**config.mk**
```make
export PLATFORM = sky130hd
export DESIGN_NAME = cfgl_host
export DESIGN_NICKNAME = d
export VERILOG_FILES = /design/src/rtl/cfgl_pkg.sv /design/src/rtl/cfgl_clkgen.sv /design/src/rtl/cfgl_shifter.sv /design/src/rtl/cfgl_seq.sv /design/src/rtl/cfgl_host.sv
export SDC_FILE = /design/constraint.sdc
export NUM_CORES = 1
export LEC_CHECK = 0
export ABC_AREA = 1
export BUFFER_PORTS_ARGS = -buffer_cell sky130_fd_sc_hd__buf_2
export CELL_PAD_IN_SITES_DETAIL_PLACEMENT = 0
export CELL_PAD_IN_SITES_GLOBAL_PLACEMENT = 2
export CORE_MARGIN = 2
export CORE_UTILIZATION = 34
export CTS_CLUSTER_DIAMETER = 120
export DETAILED_ROUTE_END_ITERATION = 8
export PLACE_DENSITY_LB_ADDON = 0.1
export SLEW_MARGIN = 20
export SYNTH_ARGS = -nofsm -noshare
export SYNTH_HDL_FRONTEND = slang
export SYNTH_SLANG_ARGS = --single-unit
```
**constraint.sdc**
```tcl
create_clock -name clk -period 3.4 [get_ports clk]
set_clock_uncertainty 0.2 [all_clocks]
set_input_delay 0.68 -clock clk [delete_from_list [all_inputs] [get_ports clk]]
set_output_delay 0.68 -clock clk [all_outputs]
set_load 0.1 [all_outputs]
```
**src/rtl/cfgl_pkg.sv**
```systemverilog
package cfgl_pkg;

    localparam int unsigned BYTE_W = 8;

    typedef enum logic [2:0] {
        ST_IDLE,
        ST_RESET_PULSE,
        ST_WAIT_READY,
        ST_STREAM,
        ST_WAIT_DONE,
        ST_DONE,
        ST_ERROR
    } cfgl_state_e;

    typedef struct packed {
        logic rise;
        logic fall;
    } cfgl_tick_t;

    function automatic int unsigned shift_width(int unsigned dw);
        return (dw < BYTE_W) ? BYTE_W : dw;
    endfunction

endpackage

```
**src/rtl/cfgl_clkgen.sv**
```systemverilog
module cfgl_clkgen
    import cfgl_pkg::*;
#(
    parameter int unsigned DIV = 4
) (
    input  logic       clk,
    input  logic       rst,
    input  logic       en,
    output logic       cclk,
    output cfgl_tick_t tick
);
    localparam int unsigned CW   = (DIV > 2) ? $clog2(DIV) : 1;
    localparam int unsigned HALF = DIV / 2;

    logic [CW-1:0] cnt;

    always_comb begin
        tick.rise = en && (cnt == CW'(HALF - 1));
        tick.fall = en && (cnt == CW'(DIV - 1));
    end

    always_ff @(posedge clk) begin
        if (rst || !en) begin
            cnt  <= '0;
            cclk <= 1'b0;
        end else begin
            cnt <= tick.fall ? '0 : cnt + 1'b1;
            if (tick.rise)      cclk <= 1'b1;
            else if (tick.fall) cclk <= 1'b0;
        end
    end

    AST_CLK_ONLY_ENABLED: assert property (@(posedge clk) disable iff (rst)
        $rose(cclk) |-> $past(en)) else $error("clock rose while disabled");

endmodule

```
**src/rtl/cfgl_shifter.sv**
```systemverilog
module cfgl_shifter
    import cfgl_pkg::*;
#(
    parameter int unsigned DATA_W = 1
) (
    input  logic              clk,
    input  logic              rst,
    input  logic              clr,
    input  logic              take,
    input  logic [BYTE_W-1:0] in_data,
    input  logic              in_last,
    input  logic              fall,
    output logic              full,
    output logic              last_end,
    output logic [DATA_W-1:0] data_out
);
    localparam int unsigned SH_W  = shift_width(DATA_W);
    localparam int unsigned BYTES = SH_W / BYTE_W;
    localparam int unsigned UNITS = SH_W / DATA_W;
    localparam int unsigned UW    = $clog2(UNITS + 1);
    localparam int unsigned BW    = (BYTES > 1) ? $clog2(BYTES) : 1;

    logic [SH_W-1:0] sh, acc, word_next;
    logic [UW-1:0]   units;
    logic [BW-1:0]   bidx;
    logic            last_q, load;

    always_comb begin
        word_next = acc;
        for (int b = 0; b < BYTES; b++) begin
            if (BW'(b) == bidx) word_next[b*BYTE_W +: BYTE_W] = in_data;
        end
        load = take && ((bidx == BW'(BYTES - 1)) || in_last);
    end

    always_ff @(posedge clk) begin
        if (rst || clr) begin
            sh     <= '0;
            acc    <= '0;
            units  <= '0;
            bidx   <= '0;
            last_q <= 1'b0;
        end else if (take) begin
            if (load) begin
                sh     <= word_next;
                units  <= UW'(UNITS);
                last_q <= in_last;
                acc    <= '0;
                bidx   <= '0;
            end else begin
                acc  <= word_next;
                bidx <= bidx + 1'b1;
            end
        end else if (fall && full) begin
            sh    <= sh >> DATA_W;
            units <= units - 1'b1;
        end
    end

    assign full     = (units != '0);
    assign last_end = fall && (units == UW'(1)) && last_q;
    assign data_out = sh[DATA_W-1:0];

    AST_HOLD_UNTIL_FALL: assert property (@(posedge clk) disable iff (rst)
        (full && !fall && !clr) |=> $stable(data_out)) else $error("data moved off the falling edge");

endmodule

```
**src/rtl/cfgl_seq.sv**
```systemverilog
module cfgl_seq
    import cfgl_pkg::*;
#(
    parameter int unsigned REQ_CYC   = 8,
    parameter int unsigned EXTRA_CLK = 64
) (
    input  logic        clk,
    input  logic        rst,
    input  logic        start,
    input  logic        status_n,
    input  logic        done,
    input  logic        last_end,
    input  cfgl_tick_t  tick,
    output cfgl_state_e state,
    output logic        err_timeout
);
    localparam int unsigned RW = $clog2(REQ_CYC + 1);
    localparam int unsigned EW = $clog2(EXTRA_CLK + 1);

    logic [RW-1:0] rcnt;
    logic [EW-1:0] ecnt;
    logic          seen_low;

    always_ff @(posedge clk) begin
        if (rst) begin
            state       <= ST_IDLE;
            rcnt        <= '0;
            ecnt        <= '0;
            seen_low    <= 1'b0;
            err_timeout <= 1'b0;
        end else begin
            case (state)
                ST_IDLE, ST_DONE, ST_ERROR: begin
                    if (start) begin
                        state       <= ST_RESET_PULSE;
                        rcnt        <= '0;
                        err_timeout <= 1'b0;
                    end
                end
                ST_RESET_PULSE: begin
                    rcnt <= rcnt + 1'b1;
                    if (rcnt == RW'(REQ_CYC - 1)) begin
                        state    <= ST_WAIT_READY;
                        seen_low <= 1'b0;
                    end
                end
                ST_WAIT_READY: begin
                    if (!status_n)     seen_low <= 1'b1;
                    else if (seen_low) state    <= ST_STREAM;
                end
                ST_STREAM: begin
                    if (!status_n) begin
                        state       <= ST_ERROR;
                        err_timeout <= 1'b0;
                    end else if (last_end) begin
                        state <= ST_WAIT_DONE;
                        ecnt  <= '0;
                    end
                end
                ST_WAIT_DONE: begin
                    if (!status_n) begin
                        state       <= ST_ERROR;
                        err_timeout <= 1'b0;
                    end else if (done) begin
                        state <= ST_DONE;
                    end else if (tick.fall && ecnt == EW'(EXTRA_CLK)) begin
                        state       <= ST_ERROR;
                        err_timeout <= 1'b1;
                    end else if (tick.rise && ecnt != EW'(EXTRA_CLK)) begin
                        ecnt <= ecnt + 1'b1;
                    end
                end
                default: state <= ST_IDLE;
            endcase
        end
    end

    AST_STATUS_DROP_ERR: assert property (@(posedge clk) disable iff (rst)
        (state == ST_STREAM && !status_n) |=> (state == ST_ERROR && !err_timeout)) else $error("status drop not reported");

endmodule

```
**src/rtl/cfgl_host.sv**
```systemverilog
module cfgl_host
    import cfgl_pkg::*;
#(
    parameter int unsigned DATA_W    = 1,
    parameter int unsigned DIV       = 4,
    parameter int unsigned REQ_CYC   = 8,
    parameter int unsigned EXTRA_CLK = 64
) (
    input  logic              clk,
    input  logic              rst,
    input  logic              start,
    input  logic              s_valid,
    output logic              s_ready,
    input  logic [7:0]        s_data,
    input  logic              s_last,
    output logic              cfg_req_n,
    output logic              cfg_clk,
    output logic [DATA_W-1:0] cfg_data,
    input  logic              tgt_status_n,
    input  logic              tgt_done,
    output logic              busy,
    output logic              ok,
    output logic              err,
    output logic              err_timeout
);
    cfgl_state_e state;
    cfgl_tick_t  tick;
    logic        full, last_end, clk_en, take;

    assign clk_en    = (state == ST_STREAM && full) || (state == ST_WAIT_DONE);
    assign s_ready   = (state == ST_STREAM) && !full && tgt_status_n;
    assign take      = s_valid && s_ready;
    assign cfg_req_n = (state != ST_RESET_PULSE);
    assign busy      = !(state inside {ST_IDLE, ST_DONE, ST_ERROR});
    assign ok        = (state == ST_DONE);
    assign err       = (state == ST_ERROR);

    cfgl_clkgen #(.DIV(DIV)) clkgen_i (
        .clk  (clk),
        .rst  (rst),
        .en   (clk_en),
        .cclk (cfg_clk),
        .tick (tick)
    );

    cfgl_shifter #(.DATA_W(DATA_W)) shifter_i (
        .clk      (clk),
        .rst      (rst),
        .clr      (state != ST_STREAM),
        .take     (take),
        .in_data  (s_data),
        .in_last  (s_last),
        .fall     (tick.fall),
        .full     (full),
        .last_end (last_end),
        .data_out (cfg_data)
    );

    cfgl_seq #(.REQ_CYC(REQ_CYC), .EXTRA_CLK(EXTRA_CLK)) seq_i (
        .clk         (clk),
        .rst         (rst),
        .start       (start),
        .status_n    (tgt_status_n),
        .done        (tgt_done),
        .last_end    (last_end),
        .tick        (tick),
        .state       (state),
        .err_timeout (err_timeout)
    );

    AST_DATA_STABLE_HIGH: assert property (@(posedge clk) disable iff (rst)
        (cfg_clk && $past(cfg_clk)) |-> $stable(cfg_data)) else $error("data changed while clock high");

    AST_READY_CLOCK_IDLE: assert property (@(posedge clk) disable iff (rst)
        s_ready |-> !cfg_clk) else $error("ready while clock running");

    AST_OK_AFTER_DONE: assert property (@(posedge clk) disable iff (rst)
        $rose(ok) |-> $past(tgt_done)) else $error("success without done");

endmodule

```
Word-level counts from Yosys, hierarchy flattened
Cells that the tools add are included.

Bits in registers: 41. Input bits: 15. Output and inout port bits: 8.

Add/sub/neg operators: 5. Equal/unequal tests: 31. Mux-type cells: 39. Bitwise gates (word level): 1. Reduce and logical (&&, ||, !) cells: 37.

Operator list (number): $mux 7 (6); $mux 8 (5); $mux 3 (9); $ne 2x2->1 const B (10); $mux 4 (4); $pmux 3 s5 (1); $pmux 7 s2 (1); $logic_and 1x1->1 (12); $mux 1 (10); $reduce_bool 2->1 (5); $eq 3x3->1 const B (3); $pmux 4 s2 (1); $add 7x1->7 const B (1); $eq 7x7->1 const B (1); $ne 7x7->1 const B (1); $reduce_and 7->1 (1); $eq 3x2->1 const B (2); $ne 2x1->1 const B (3); $ne 3x2->1 const B (2); $ne 3x3->1 const B (2); $reduce_and 2->1 (3); $reduce_and 6->1 (1); $reduce_bool 3->1 (2); $reduce_and 5->1 (1); other kinds (21) (26).

Logic depth before layout (Yosys ltp)
Depth in word-level cells: 10. Mapped depth: 11. Depth with buffers taken out: 11.

Hierarchy
A second synthesis with hierarchy kept.

Cell total of the unflattened synthesis: 378. Area total of the unflattened synthesis: 2426.1 µm².

By module, submodules not included: cfgl_shifter (times used 1, cells an instance 164, area an instance 1112.3 µm²); cfgl_seq (times used 1, cells an instance 174, area an instance 1071.0 µm²); cfgl_clkgen (times used 1, cells an instance 18, area an instance 143.9 µm²); cfgl_host (times used 1, cells an instance 22, area an instance 98.8 µm²).

Worst setup path after synthesis
No wires, ideal clock.

Kind: input port to output port. Start point: input port tgt_status_n. End point: output port s_ready. Arrival: 1.996 ns. Required time: 2.520 ns. Path slack: 0.524 ns. Stages on the path: 2. Cell sequence: nand2_4 > nor2_1.

Cells in the longest elaborated chain, start to end: 1.

RTL lines: from (decl) (line cfgl_host.sv:19) `input logic tgt_status_n,`; $logic_and 1x1->1 (line cfgl_host.sv:31) `assign s_ready = (state == ST_STREAM) && !full && tgt_status_n;`; to (decl) (line cfgl_host.sv:13) `output logic s_ready,`.

No other way between the ends.

Worst setup path after layout
Start point: register seq_i.state[2]. End point: output port busy.

Cells in the longest elaborated chain, start to end: 3.

RTL lines: from (decl) (line cfgl_seq.sv:14) `output cfgl_state_e state,`; from (signal assigned) (line cfgl_seq.sv:26) `state <= ST_IDLE;`; from (signal assigned) (line cfgl_seq.sv:35) `state <= ST_RESET_PULSE;`; from (signal assigned) (line cfgl_seq.sv:43) `state <= ST_WAIT_READY;`; $eq 3x3->1 / $logic_not 3->1 (equally long branches) (line cfgl_host.sv:34) `assign busy = !(state inside {ST_IDLE, ST_DONE, ST_ERROR});`; $reduce_bool 3->1 * (line cfgl_host.sv:34); $logic_not 1->1 * (line cfgl_host.sv:34); to (decl) (line cfgl_host.sv:21) `output logic busy,`.

Mark *: on every way between the ends. The rest lies on a longest branch, timed or not.

==> results.sh <==
export IMPL_status="complete, no violations"
export IMPL_layout_common_cells="109 x nand2_1, 57 x nor2_1, 41 x dfxtp_1, 37 x inv_1, 25 x a21oi_1"
export IMPL_antenna_found_initial=0
export IMPL_cap_violations=0
export IMPL_worst_slew_pin_slew_ns=0.723
export IMPL_grt_pass1_vias=1963
export IMPL_fin_crit_sh_pct=76.4
export IMPL_powerDensity_nw_per_um2=569
export IMPL_die_w_um=85.7
export IMPL_min_period_ns=2.60
export IMPL_io_buffers=22
export IMPL_ys_seq_elements=41
export IMPL_routed_wl_um=5360
export IMPL_numCtsBuffers=5
export IMPL_syn2layout_area_growth_pct=10.9
export IMPL_wl_met1_um=2790
export IMPL_final_nets=396
export IMPL_final_common_cell="nand2_1"
export IMPL_reg2reg_slack_ns=1.05
export IMPL_grt_pass1_wl_um=9250
export IMPL_cts_max_path_buffers=2
export IMPL_crit_top_cell="inv_1"
export IMPL_gp_congestion=0.769
export IMPL_p_total_mw=1.43
export IMPL_vias_per_cell=4.69
export IMPL_avgSynthCellArea_sq_um=6.43
export IMPL_ir_drop_mv=0.291
export IMPL_crit_arrival_ns=1.72
export IMPL_synth_top_area_share_pct=36.2
export IMPL_yosys_area_top_type="dfxtp_1"
export IMPL_cp_slowest_stage_delay_ns=0.49
export IMPL_synthTopCellsByArea="dfxtp_1 36%, nand2_1 18%, nor2_1 9.4%"
export IMPL_r2r_cells=9
export IMPL_final_fill_count=718
export IMPL_setup_viol=0
export IMPL_wl_per_cell_um=11.9
export IMPL_synth_top_flop_cell="dfxtp_1"
export IMPL_highest_layer="met4"
export IMPL_clock_fmax_ghz=0.385
export IMPL_async_flop_share_pct=0
export IMPL_dpl_hpwl_um=3890
export IMPL_num_vias=2115
export IMPL_drc=0
export IMPL_critPathCaptureType="output pin"
export IMPL_start_util_pct=35.5
export IMPL_rsz0062_at_grt="false"
export IMPL_ant_nets=0
export IMPL_ys_seq_area_share_pct=36.2
export IMPL_slowest_stage="dfxtp_1"
export IMPL_first_iter_violations=56
export IMPL_max_slew_margin_rel_pct=51.6
export IMPL_grt_max_degree=18
export IMPL_reg2reg_from="shifter_i.units[0]"
export IMPL_p_leak_nw=1.17
export IMPL_clk_pin_slew_worst_paths_ns=0.09
export IMPL_insertion_delay_ns=0.30
export IMPL_grt_usage_pct=15.9
export IMPL_drive_gt1_share_pct=12.0
export IMPL_cts_hold_buf=0
export IMPL_worst_path_max_fanout=7
export IMPL_worstHoldEndpoint="clkgen_i.cnt[0]"
export IMPL_design_core_area_sq_um=6390
export IMPL_cts_setup_buffers=0
export IMPL_yosys_warnings=0
export IMPL_die_h_um=85.7
export IMPL_routed_wl_met3_um=151
export IMPL_firstDrtPassIters=4
export IMPL_cp_start_kind="register"
export IMPL_r2r_end="shifter_i.sh[7]"
export IMPL_fin_tns_setup_ns=0
export IMPL_cts_root_buf="clkbuf_8"
export IMPL_finalMaxSlewViolations=0
export IMPL_hold_viol=0
export IMPL_holdPathStages=1
export IMPL_wl_met2_um=2330
export IMPL_critPathKind="reg2out"
export IMPL_crit_chain="inv_1 -> nand2_1 -> nand3_2 -> inv_1 -> buf_2"
export IMPL_cts_resized=0
export IMPL_cts_tree="done"
export IMPL_grt_remaining_overflow=0
export IMPL_synthesis_area_sq_um=2270
export IMPL_finalCoreUtilization_pct=39.4
export IMPL_syn_instance_count=353
export IMPL_min_from="clkgen_i.cnt[0]"
export IMPL_hp_class="reg2reg"
export IMPL_synth_distinct_cells=30
export IMPL_diodes=0
export IMPL_syn_nets=376
export IMPL_cts_sinks=41
export IMPL_ioPinCount=23
export IMPL_cp_required_ns=2.52
export IMPL_synth_edf_count=0
export IMPL_dieArea_sq_um=7340
export IMPL_rows=29
export IMPL_h_tree_depth=2
-- area by class of cell --
type / count / area (sq um) / area share, %
clock inverters: 3 / 21.3 / 0.845
clock buffers: 5 / 68.8 / 2.73
multi-input cells: 264 / 1250 / 49.7
flip-flops and latches: 41 / 821 / 32.6
well taps: 77 / 96.3 / 3.83
inverters: 39 / 148 / 5.87
repair buffers: 22 / 110 / 4.38
-- cell usage after synthesis (2+ instances only) --
master    number
o21ai_0       15
xnor2_1        2
buf_2          2
nand3_2        2
clkbuf_1       4
nand4_1        3
a21oi_1       25
o21ai_1        4
nor3b_1        3
nor2_4         2
nand2_1      109
nand2_2        3
nor3_1         2
ha_1           8
dfxtp_1       41
nand3_1       22
inv_1         37
nor2_1        57
-- how the worst max path moves through the flow --
stage / start / to / slack [ns] / depth (start not counted)
after CTS: seq_i.state[2] / busy / 0.79 / 5
after detailed placement: tgt_status_n / shifter_i.sh[3] / 0.91 / 8
after floorplan: tgt_status_n / s_ready / 0.52 / 2
after global placement: tgt_status_n / shifter_i.sh[6] / 1.00 / 8
final: seq_i.state[2] / busy / 0.80 / 5
after global routing: seq_i.state[2] / busy / 0.69 / 5
-- per-stage QoR --
stage / worst slack (ns) / std cells / hold slack (ns) / cell area, sq um
2_1_floorplan: 0.524 / 353 / 0.221 / 2270
3_3_place_gp: 1.00 / 443 / 0.238 / 2430
3_5_place_dp: 0.912 / 443 / 0.242 / 2430
4_1_cts: 0.789 / 451 / 0.263 / 2520
5_1_grt: 0.686 / 451 / 0.284 / 2520
6_report: 0.803 / 451 / 0.257 / 2520
-- report_power, final --
group	switching, mW	internal (mW)	total, mW
registers	0.0385	0.514	0.553
logic	0.405	0.135	0.540
clock network	0.193	0.146	0.339
-- logic make-up (layout without fill, tap and decap cells) --
| group | count (synthesis) | after routing | synth area share [%] |
|---|---|---|---|
| simple gates | 208 | 208 | 39.5 |
| buf+inv | 48 | 69 | 8.66 |
| compound gates | 46 | 46 | 10.5 |
| flops | 41 | 41 | 36.2 |
| fa+ha+maj | 8 | 8 | 4.41 |
| xor+xnor | 2 | 2 | 0.772 |
-- worst max-delay path: cells and delay by family (launching register included) --
| kind | cells | cell delay (ns) |
|---|---|---|
| buffers and inverters | 3 | 0.66 |
| flip-flops | 1 | 0.49 |
| AND/OR/NAND/NOR | 2 | 0.26 |
-- flip-flops by register name, summed over array words and instances, names as in the netlist --
signal / flops
shifter_i.bidx: 1
seq_i.err_timeout: 1
shifter_i.sh: 8
shifter_i.acc: 8
clkgen_i.cnt: 2
seq_i.ecnt: 7
seq_i.rcnt: 4
seq_i.state: 3
clkgen_i.cclk: 1
shifter_i.last_q: 1
shifter_i.units: 4
seq_i.seen_low: 1
-- layer usage --
metal / vias up / GRT usage (%)
li1: 1148 / -
met1: 935 / 21.6
met2: 24 / 24.9
met3: 8 / 3.18
met4: 0 / 5.63
met5: - / 0
(Power assumes the default switching activity.)
